===== config.mk =====
export PLATFORM = sky130hd
export DESIGN_NAME = drive_fault_supervisor
export DESIGN_NICKNAME = d
export VERILOG_FILES = /design/src/rtl/dfs_pkg.sv /design/src/rtl/gs_droop_ctrl.sv /design/src/rtl/boot_watchdog.sv /design/src/rtl/tach_pulse.sv /design/src/rtl/fault_keeper.sv /design/src/rtl/drive_fault_supervisor.sv
export SDC_FILE = /design/constraint.sdc
export NUM_CORES = 1
export LEC_CHECK = 0
export ABC_AREA = 1
export BUFFER_PORTS_ARGS = -buffer_cell sky130_fd_sc_hd__buf_2
export CAP_MARGIN = 20
export CELL_PAD_IN_SITES_DETAIL_PLACEMENT = 0
export CELL_PAD_IN_SITES_GLOBAL_PLACEMENT = 2
export CORE_ASPECT_RATIO = 1.1
export CORE_MARGIN = 10
export CORE_UTILIZATION = 35
export CTS_BUF_LIST = sky130_fd_sc_hd__clkbuf_2 sky130_fd_sc_hd__clkbuf_4 sky130_fd_sc_hd__clkbuf_8
export DETAILED_ROUTE_END_ITERATION = 10
export PLACE_DENSITY = 0.86
export SLEW_MARGIN = 40
export SYNTH_ARGS = -nofsm -noshare
export SYNTH_HDL_FRONTEND = slang
export SYNTH_SLANG_ARGS = --single-unit

===== constraint.sdc =====
create_clock -name clk -period 2.4 [get_ports clk]
set_clock_uncertainty 0.15 [all_clocks]
set_input_delay 0.24 -clock clk [delete_from_list [all_inputs] [get_ports clk]]
set_output_delay 0.24 -clock clk [all_outputs]
set_load 0.01 [all_outputs]

===== src/rtl/dfs_pkg.sv =====
// Package: shared fault vector type and a time-to-cycles helper.
// Assumes time parameters are whole microseconds and clock in MHz.
package dfs_pkg;

    // One bit per latched fault cause
    typedef struct packed {
        logic gate_droop;
        logic boot_chg;
        logic lead;
        logic thermal;
        logic hall;
    } flt_t;

    // Converts microseconds to clock cycles
    function automatic int unsigned us_to_cyc(input int unsigned us, input int unsigned mhz);
        return us * mhz;
    endfunction

endpackage


===== src/rtl/gs_droop_ctrl.sv =====
// Gate-source droop controller: counts high-side droop events within a
// commutation and requests recharge after each one; reports a trip on the
// DROOP_LIMIT-th event. Assumes clr is the commutation/disable strobe.
module gs_droop_ctrl #(
    parameter int unsigned DROOP_LIMIT = 3
) (
    input  logic clk,
    input  logic rst_n,
    input  logic en,
    input  logic clr,
    input  logic hs_on,
    input  logic gs_low,
    output logic rchg_q,
    output logic trip
);
    localparam int unsigned CW = $clog2(DROOP_LIMIT + 1);

    logic [CW-1:0] cnt_q;
    logic          event_w;

    assign event_w = en && !clr && hs_on && gs_low && !rchg_q;
    assign trip    = event_w && (cnt_q == CW'(DROOP_LIMIT - 1));

    // Droop count and pending-recharge state
    always_ff @(posedge clk) begin
        if (!rst_n) begin
            cnt_q  <= '0;
            rchg_q <= 1'b0;
        end else if (clr) begin
            cnt_q  <= '0;
            rchg_q <= 1'b0;
        end else if (!en) begin
            rchg_q <= 1'b0;
        end else if (event_w) begin
            if (cnt_q != CW'(DROOP_LIMIT)) cnt_q <= cnt_q + 1'b1;
            rchg_q <= 1'b1;
        end else if (rchg_q && !gs_low) begin
            rchg_q <= 1'b0;
        end
    end
endmodule


===== src/rtl/boot_watchdog.sv =====
// Bootstrap charge watchdog: counts edges with the low side on and, at the
// WDOG_CYC-th one, trips if charge current or node level is still high.
// Assumes ls_on stays high for the whole charging interval.
module boot_watchdog #(
    parameter int unsigned WDOG_CYC = 34000
) (
    input  logic clk,
    input  logic rst_n,
    input  logic en,
    input  logic restart,
    input  logic ls_on,
    input  logic chg_hi,
    input  logic node_hi,
    output logic trip
);
    localparam int unsigned CW = $clog2(WDOG_CYC + 1);

    logic [CW-1:0] cnt_q;

    assign trip = en && !restart && ls_on && (chg_hi || node_hi)
                  && (cnt_q == CW'(WDOG_CYC - 1));

    // Saturating charging-time counter
    always_ff @(posedge clk) begin
        if (!rst_n || restart || !ls_on) begin
            cnt_q <= '0;
        end else if (cnt_q != CW'(WDOG_CYC)) begin
            cnt_q <= cnt_q + 1'b1;
        end
    end
endmodule


===== src/rtl/tach_pulse.sv =====
// Tachometer pulse: fixed-width pulse restarted by every Hall edge.
// Assumes hall_edge is a single-cycle strobe.
module tach_pulse #(
    parameter int unsigned TACH_CYC = 600
) (
    input  logic clk,
    input  logic rst_n,
    input  logic hall_edge,
    output logic tach
);
    localparam int unsigned CW = $clog2(TACH_CYC + 1);

    logic [CW-1:0] cnt_q;

    assign tach = (cnt_q != '0);

    // Remaining pulse length
    always_ff @(posedge clk) begin
        if (!rst_n) begin
            cnt_q <= '0;
        end else if (hall_edge) begin
            cnt_q <= CW'(TACH_CYC);
        end else if (cnt_q != '0) begin
            cnt_q <= cnt_q - 1'b1;
        end
    end
endmodule


===== src/rtl/fault_keeper.sv =====
// Fault latch bank with stall detection. Droop and bootstrap faults clear
// on a Hall edge unless a stall was seen; all clear on disable.
// Assumes set bits are already qualified by their conditions.
module fault_keeper
    import dfs_pkg::*;
#(
    parameter int unsigned STALL_CYC = 10000000
) (
    input  logic clk,
    input  logic rst_n,
    input  logic drv_disable,
    input  logic hall_edge,
    input  flt_t set,
    output flt_t flt_q,
    output logic stalled_q
);
    localparam int unsigned CW = $clog2(STALL_CYC + 1);

    logic [CW-1:0] scnt_q;
    logic          commut_clr;

    assign commut_clr = hall_edge && !stalled_q;

    // Latched fault causes
    always_ff @(posedge clk) begin
        if (!rst_n || drv_disable) begin
            flt_q <= '0;
        end else begin
            flt_q.gate_droop <= (flt_q.gate_droop && !commut_clr) || set.gate_droop;
            flt_q.boot_chg   <= (flt_q.boot_chg && !commut_clr) || set.boot_chg;
            flt_q.lead       <= flt_q.lead || set.lead;
            flt_q.thermal    <= flt_q.thermal || set.thermal;
            flt_q.hall       <= flt_q.hall || set.hall;
        end
    end

    // Time without Hall edges while a fault is held
    always_ff @(posedge clk) begin
        if (!rst_n || drv_disable) begin
            scnt_q    <= '0;
            stalled_q <= 1'b0;
        end else if (hall_edge || (flt_q == '0)) begin
            scnt_q <= '0;
        end else if (scnt_q == CW'(STALL_CYC - 1)) begin
            stalled_q <= 1'b1;
        end else begin
            scnt_q <= scnt_q + 1'b1;
        end
    end
endmodule


===== src/rtl/drive_fault_supervisor.sv =====
// Top: joins droop control, bootstrap watchdog, fault bank and tachometer;
// derives coast, fault and the recharge request.
// Assumes all inputs are synchronous to clk.
module drive_fault_supervisor
    import dfs_pkg::*;
#(
    parameter int unsigned CLK_MHZ     = 200,
    parameter int unsigned WDOG_US     = 170,
    parameter int unsigned TACH_US     = 3,
    parameter int unsigned STALL_US    = 50000,
    parameter int unsigned DROOP_LIMIT = 3
) (
    input  logic clk,
    input  logic rst_n,
    input  logic drv_disable,
    input  logic hall_edge,
    input  logic hall_bad,
    input  logic hs_on,
    input  logic ls_on,
    input  logic gs_low,
    input  logic chg_hi,
    input  logic node_hi,
    input  logic lead_short,
    input  logic uv,
    input  logic ot_flag,
    output logic coast,
    output logic fault,
    output logic rchg_req,
    output logic tach
);
    localparam int unsigned WDOG_CYC  = us_to_cyc(WDOG_US, CLK_MHZ);
    localparam int unsigned TACH_CYC  = us_to_cyc(TACH_US, CLK_MHZ);
    localparam int unsigned STALL_CYC = us_to_cyc(STALL_US, CLK_MHZ);

    flt_t flt_q;
    flt_t set;
    logic stalled_q;
    logic rchg_q;
    logic droop_trip;
    logic boot_trip;
    logic run_en;
    logic any_flt;

    assign any_flt = |flt_q;
    assign fault   = any_flt || uv;
    assign coast   = fault || drv_disable;
    assign run_en  = !coast;

    assign set.gate_droop = droop_trip;
    assign set.boot_chg   = boot_trip;
    assign set.lead       = lead_short && hs_on;
    assign set.thermal    = ot_flag;
    assign set.hall       = hall_bad;

    assign rchg_req = rchg_q && !coast;

    gs_droop_ctrl #(.DROOP_LIMIT(DROOP_LIMIT)) u_droop (
        .clk    (clk),
        .rst_n  (rst_n),
        .en     (run_en),
        .clr    (hall_edge || drv_disable),
        .hs_on  (hs_on),
        .gs_low (gs_low),
        .rchg_q (rchg_q),
        .trip   (droop_trip)
    );

    boot_watchdog #(.WDOG_CYC(WDOG_CYC)) u_boot (
        .clk     (clk),
        .rst_n   (rst_n),
        .en      (run_en),
        .restart (hall_edge || drv_disable),
        .ls_on   (ls_on),
        .chg_hi  (chg_hi),
        .node_hi (node_hi),
        .trip    (boot_trip)
    );

    fault_keeper #(.STALL_CYC(STALL_CYC)) u_keep (
        .clk         (clk),
        .rst_n       (rst_n),
        .drv_disable (drv_disable),
        .hall_edge   (hall_edge),
        .set         (set),
        .flt_q       (flt_q),
        .stalled_q   (stalled_q)
    );

    tach_pulse #(.TACH_CYC(TACH_CYC)) u_tach (
        .clk       (clk),
        .rst_n     (rst_n),
        .hall_edge (hall_edge),
        .tach      (tach)
    );
endmodule


==> impl_metrics.yaml <==
outcome:
  status: "finished, final reports clean"
sta:
  fin_crit_ns: 1.96
  worst_pin_slew_ns: 0.429
  finalHoldViolCount: 0
  fin_crit_sh_pct: 81.6
  setup_viol: 0
  fmax_mhz: 510
  fin_ws_ns: 0.441
  fin_setup_tns_ns: 0
  maxSlewHeadroom_pct: 71.3
  rsz0062_at_grt: "false"
  slew_viol_final: 0
run:
  maxCapViolations: 0
clock_network:
  clock_sinks: 59
  cts_setup_buffers: 0
  clockRootBuffer: "clkbuf_8"
  cts-hold-fix-buffers: 3
  cts_tree: "done"
  clk_pin_slew_ns: 0.07
  ctsHtreeMaxLevel: 3
  cts_resized: 0
  cts_made_buffers: 9
  cts_buffer_depth: 2
  clk-insertion-delay-late_ns: 0.33
detailed_routing:
  dr.pass1.iters: 5
  routed_via_density: 4.84
  drt_wl_total_um: 7070
  ant_nets: 0
  drt_iter0_drc: 136
  drc: 0
  vias: 2826
  wl_per_cell_um: 12.1
synth:
  yosys.area.top_type: "dfxtp_1"
  yosysMostFrequentCell: "nand2_1"
  synth_sequential_area_ratio_pct: 38.8
  yosysWarnings: 0
  synth_area_um2: 3040
  synthDistinctLibCells: 33
  ys_ff_latch: 59
  synthArstFlopShare_pct: 0
  ys.flop_type: "dfxtp_1"
  synth_cells: 440
  ys_top_cells_by_count: "nand2_1 (73), inv_1 (65), nor2_1 (65), dfxtp_1 (59), a21oi_1 (39)"
  ys_top_cells_by_area: "dfxtp_1 (39%), nand2_1 (9.0%), inv_1 (8.0%)"
  synthesis.nets: 460
  synth_top_cell_area_share_pct: 38.8
  synth.avg_cell_area_um2: 6.92
  synth_edf_count: 0
setup_path:
  arrival_ns: 2.03
  cp_max_fo: 7
  end_kind: "register"
  startpoint_type: "register"
  cp.required_ns: 2.47
  critPathKind: "register to register"
finish:
  drive_gt1_share_pct: 9.94
  fin_nets: 489
  antenna-diode-count: 0
  final_util_pct: 41.2
  n_fill_cell: 891
  flow.area_growth_from_synthesis_pct: 14.3
min_path:
  hp-class: "input pin to register"
power:
  p_leak_nw: 1.26
  p_total_mw: 2.12
  powerDensity_nw_per_um2: 609
  peakVddDrop_v: 0.000325
placed_design:
  dpl_worst_slack_ns: 0.468
  globalplace.congestion: 0.805
  dp_hpwl_um: 5440
  portBuffers: 16
global_route:
  track_usage_pct: 11.6
  grt_max_degree: 14
  antenna_found_initial: 0
  grt_pass1_wl_um: 12500
  overflow: 0
  grt_pass1_vias: 2766
die:
  io_pins: 17
  rows: 35
  die_h_um: 118
  start_util_pct: 36.0
  core_um2: 8450
  die_w_um: 109
  die_area_um2: 12800
==> final timing paths <==
| kind | depth (start not counted) | startpoint | to | slack (ns) |
|---|---|---|---|---|
| max | 10 | u_keep.scnt_q[0] | u_keep.scnt_q[22] | 0.44 |
| min | 3 | hs_on | u_keep.flt_q[2] | 0.01 |
| max reg2reg | 10 | u_keep.scnt_q[0] | u_keep.scnt_q[22] | 0.44 |
| min reg2reg | 2 | u_boot.cnt_q[14] | u_boot.cnt_q[14] | 0.31 |
==> cell type report <==
cell class | instances | area [µm²] | share of cell area, %
multi-input combinational | 311 | 1580 | 45.5
inverter | 67 | 251 | 7.23
timing repair buffer | 21 | 125 | 3.60
clock inverter | 2 | 35.0 | 1.01
tap | 111 | 139 | 3.99
sequential | 59 | 1180 | 33.9
clock buffer | 13 | 166 | 4.78
==> flip-flops by register name, indices dropped and copies added, names as in the netlist <==
| signal | count |
|---|---|
| u_keep.flt_q | 5 |
| u_droop.cnt_q | 2 |
| u_droop.rchg_q | 1 |
| u_boot.cnt_q | 16 |
| u_tach.cnt_q | 10 |
| u_keep.scnt_q | 24 |
| u_keep.stalled_q | 1 |
==> critical path: stages (launching register included) <==
cell and delay, ns:
dfxtp_1 0.46, ha_1 0.25, nand3_1 0.17, inv_1 0.12
nand2_1 0.14, nor2_2 0.16, nand2_1 0.11, clkinv_1 0.09
nand3_1 0.08, nand2_1 0.08, nor2_1 0.04
==> per-layer routing <==
metal	GRT usage, %	vias up	wire, µm
met2	18.4	24	3340
met4	5.28	0	158
met3	2.14	12	117
met1	14.6	1275	3450
li1	-	1515	-
met5	0	-	0
==> where the power goes <==
part | total (mW) | switching [mW] | internal [mW]
registers | 1.02 | 0.0188 | 0.999
logic | 0.173 | 0.102 | 0.0710
clock network | 0.929 | 0.376 | 0.553
==> per-stage QoR <==
step | hold WS, ns | area, µm² | std cells
finish | 0.0111 | 3480 | 584
global route | 0.0441 | 3480 | 584
detailed placement | 0.310 | 3250 | 566
CTS | 0.00206 | 3480 | 584
floorplan | 0.211 | 3040 | 440
global placement | 0.298 | 3250 | 566
==> placed cells by master (no fill, tap or decap), drive strengths merged <==
cell,Yosys,routed
nor3,18,18
nand4,26,26
a21oi,39,39
a31o,1,1
nand3b,1,1
or2,4,4
nor3b,2,2
clkbuf,1,13
inv,66,66
a31oi,4,4
xnor2,3,3
buf,2,18
nand3,28,28
nor4,2,2
ha,7,7
dfxtp,59,59
nand2,75,75
xor2,7,7
and3,1,1
bufinv,0,1
nor2,67,67
dlygate4sd3,0,3
clkinv,1,2
or3,1,1
o21ai,25,25
==> kinds of logic (layout without fill, tap and decap cells) <==
family / count (synthesis) / after routing / share of synthesized area [%]
AO/OA/AOI/OAI: 69 / 69 / 11.6
flip-flops: 59 / 59 / 38.8
buffers and inverters: 70 / 103 / 9.25
XOR/XNOR: 10 / 10 / 2.88
AND/OR/NAND/NOR: 225 / 225 / 34.6
adder cells (fa/ha/maj): 7 / 7 / 2.88
Note: power is estimated with default switching activity, not from simulation.
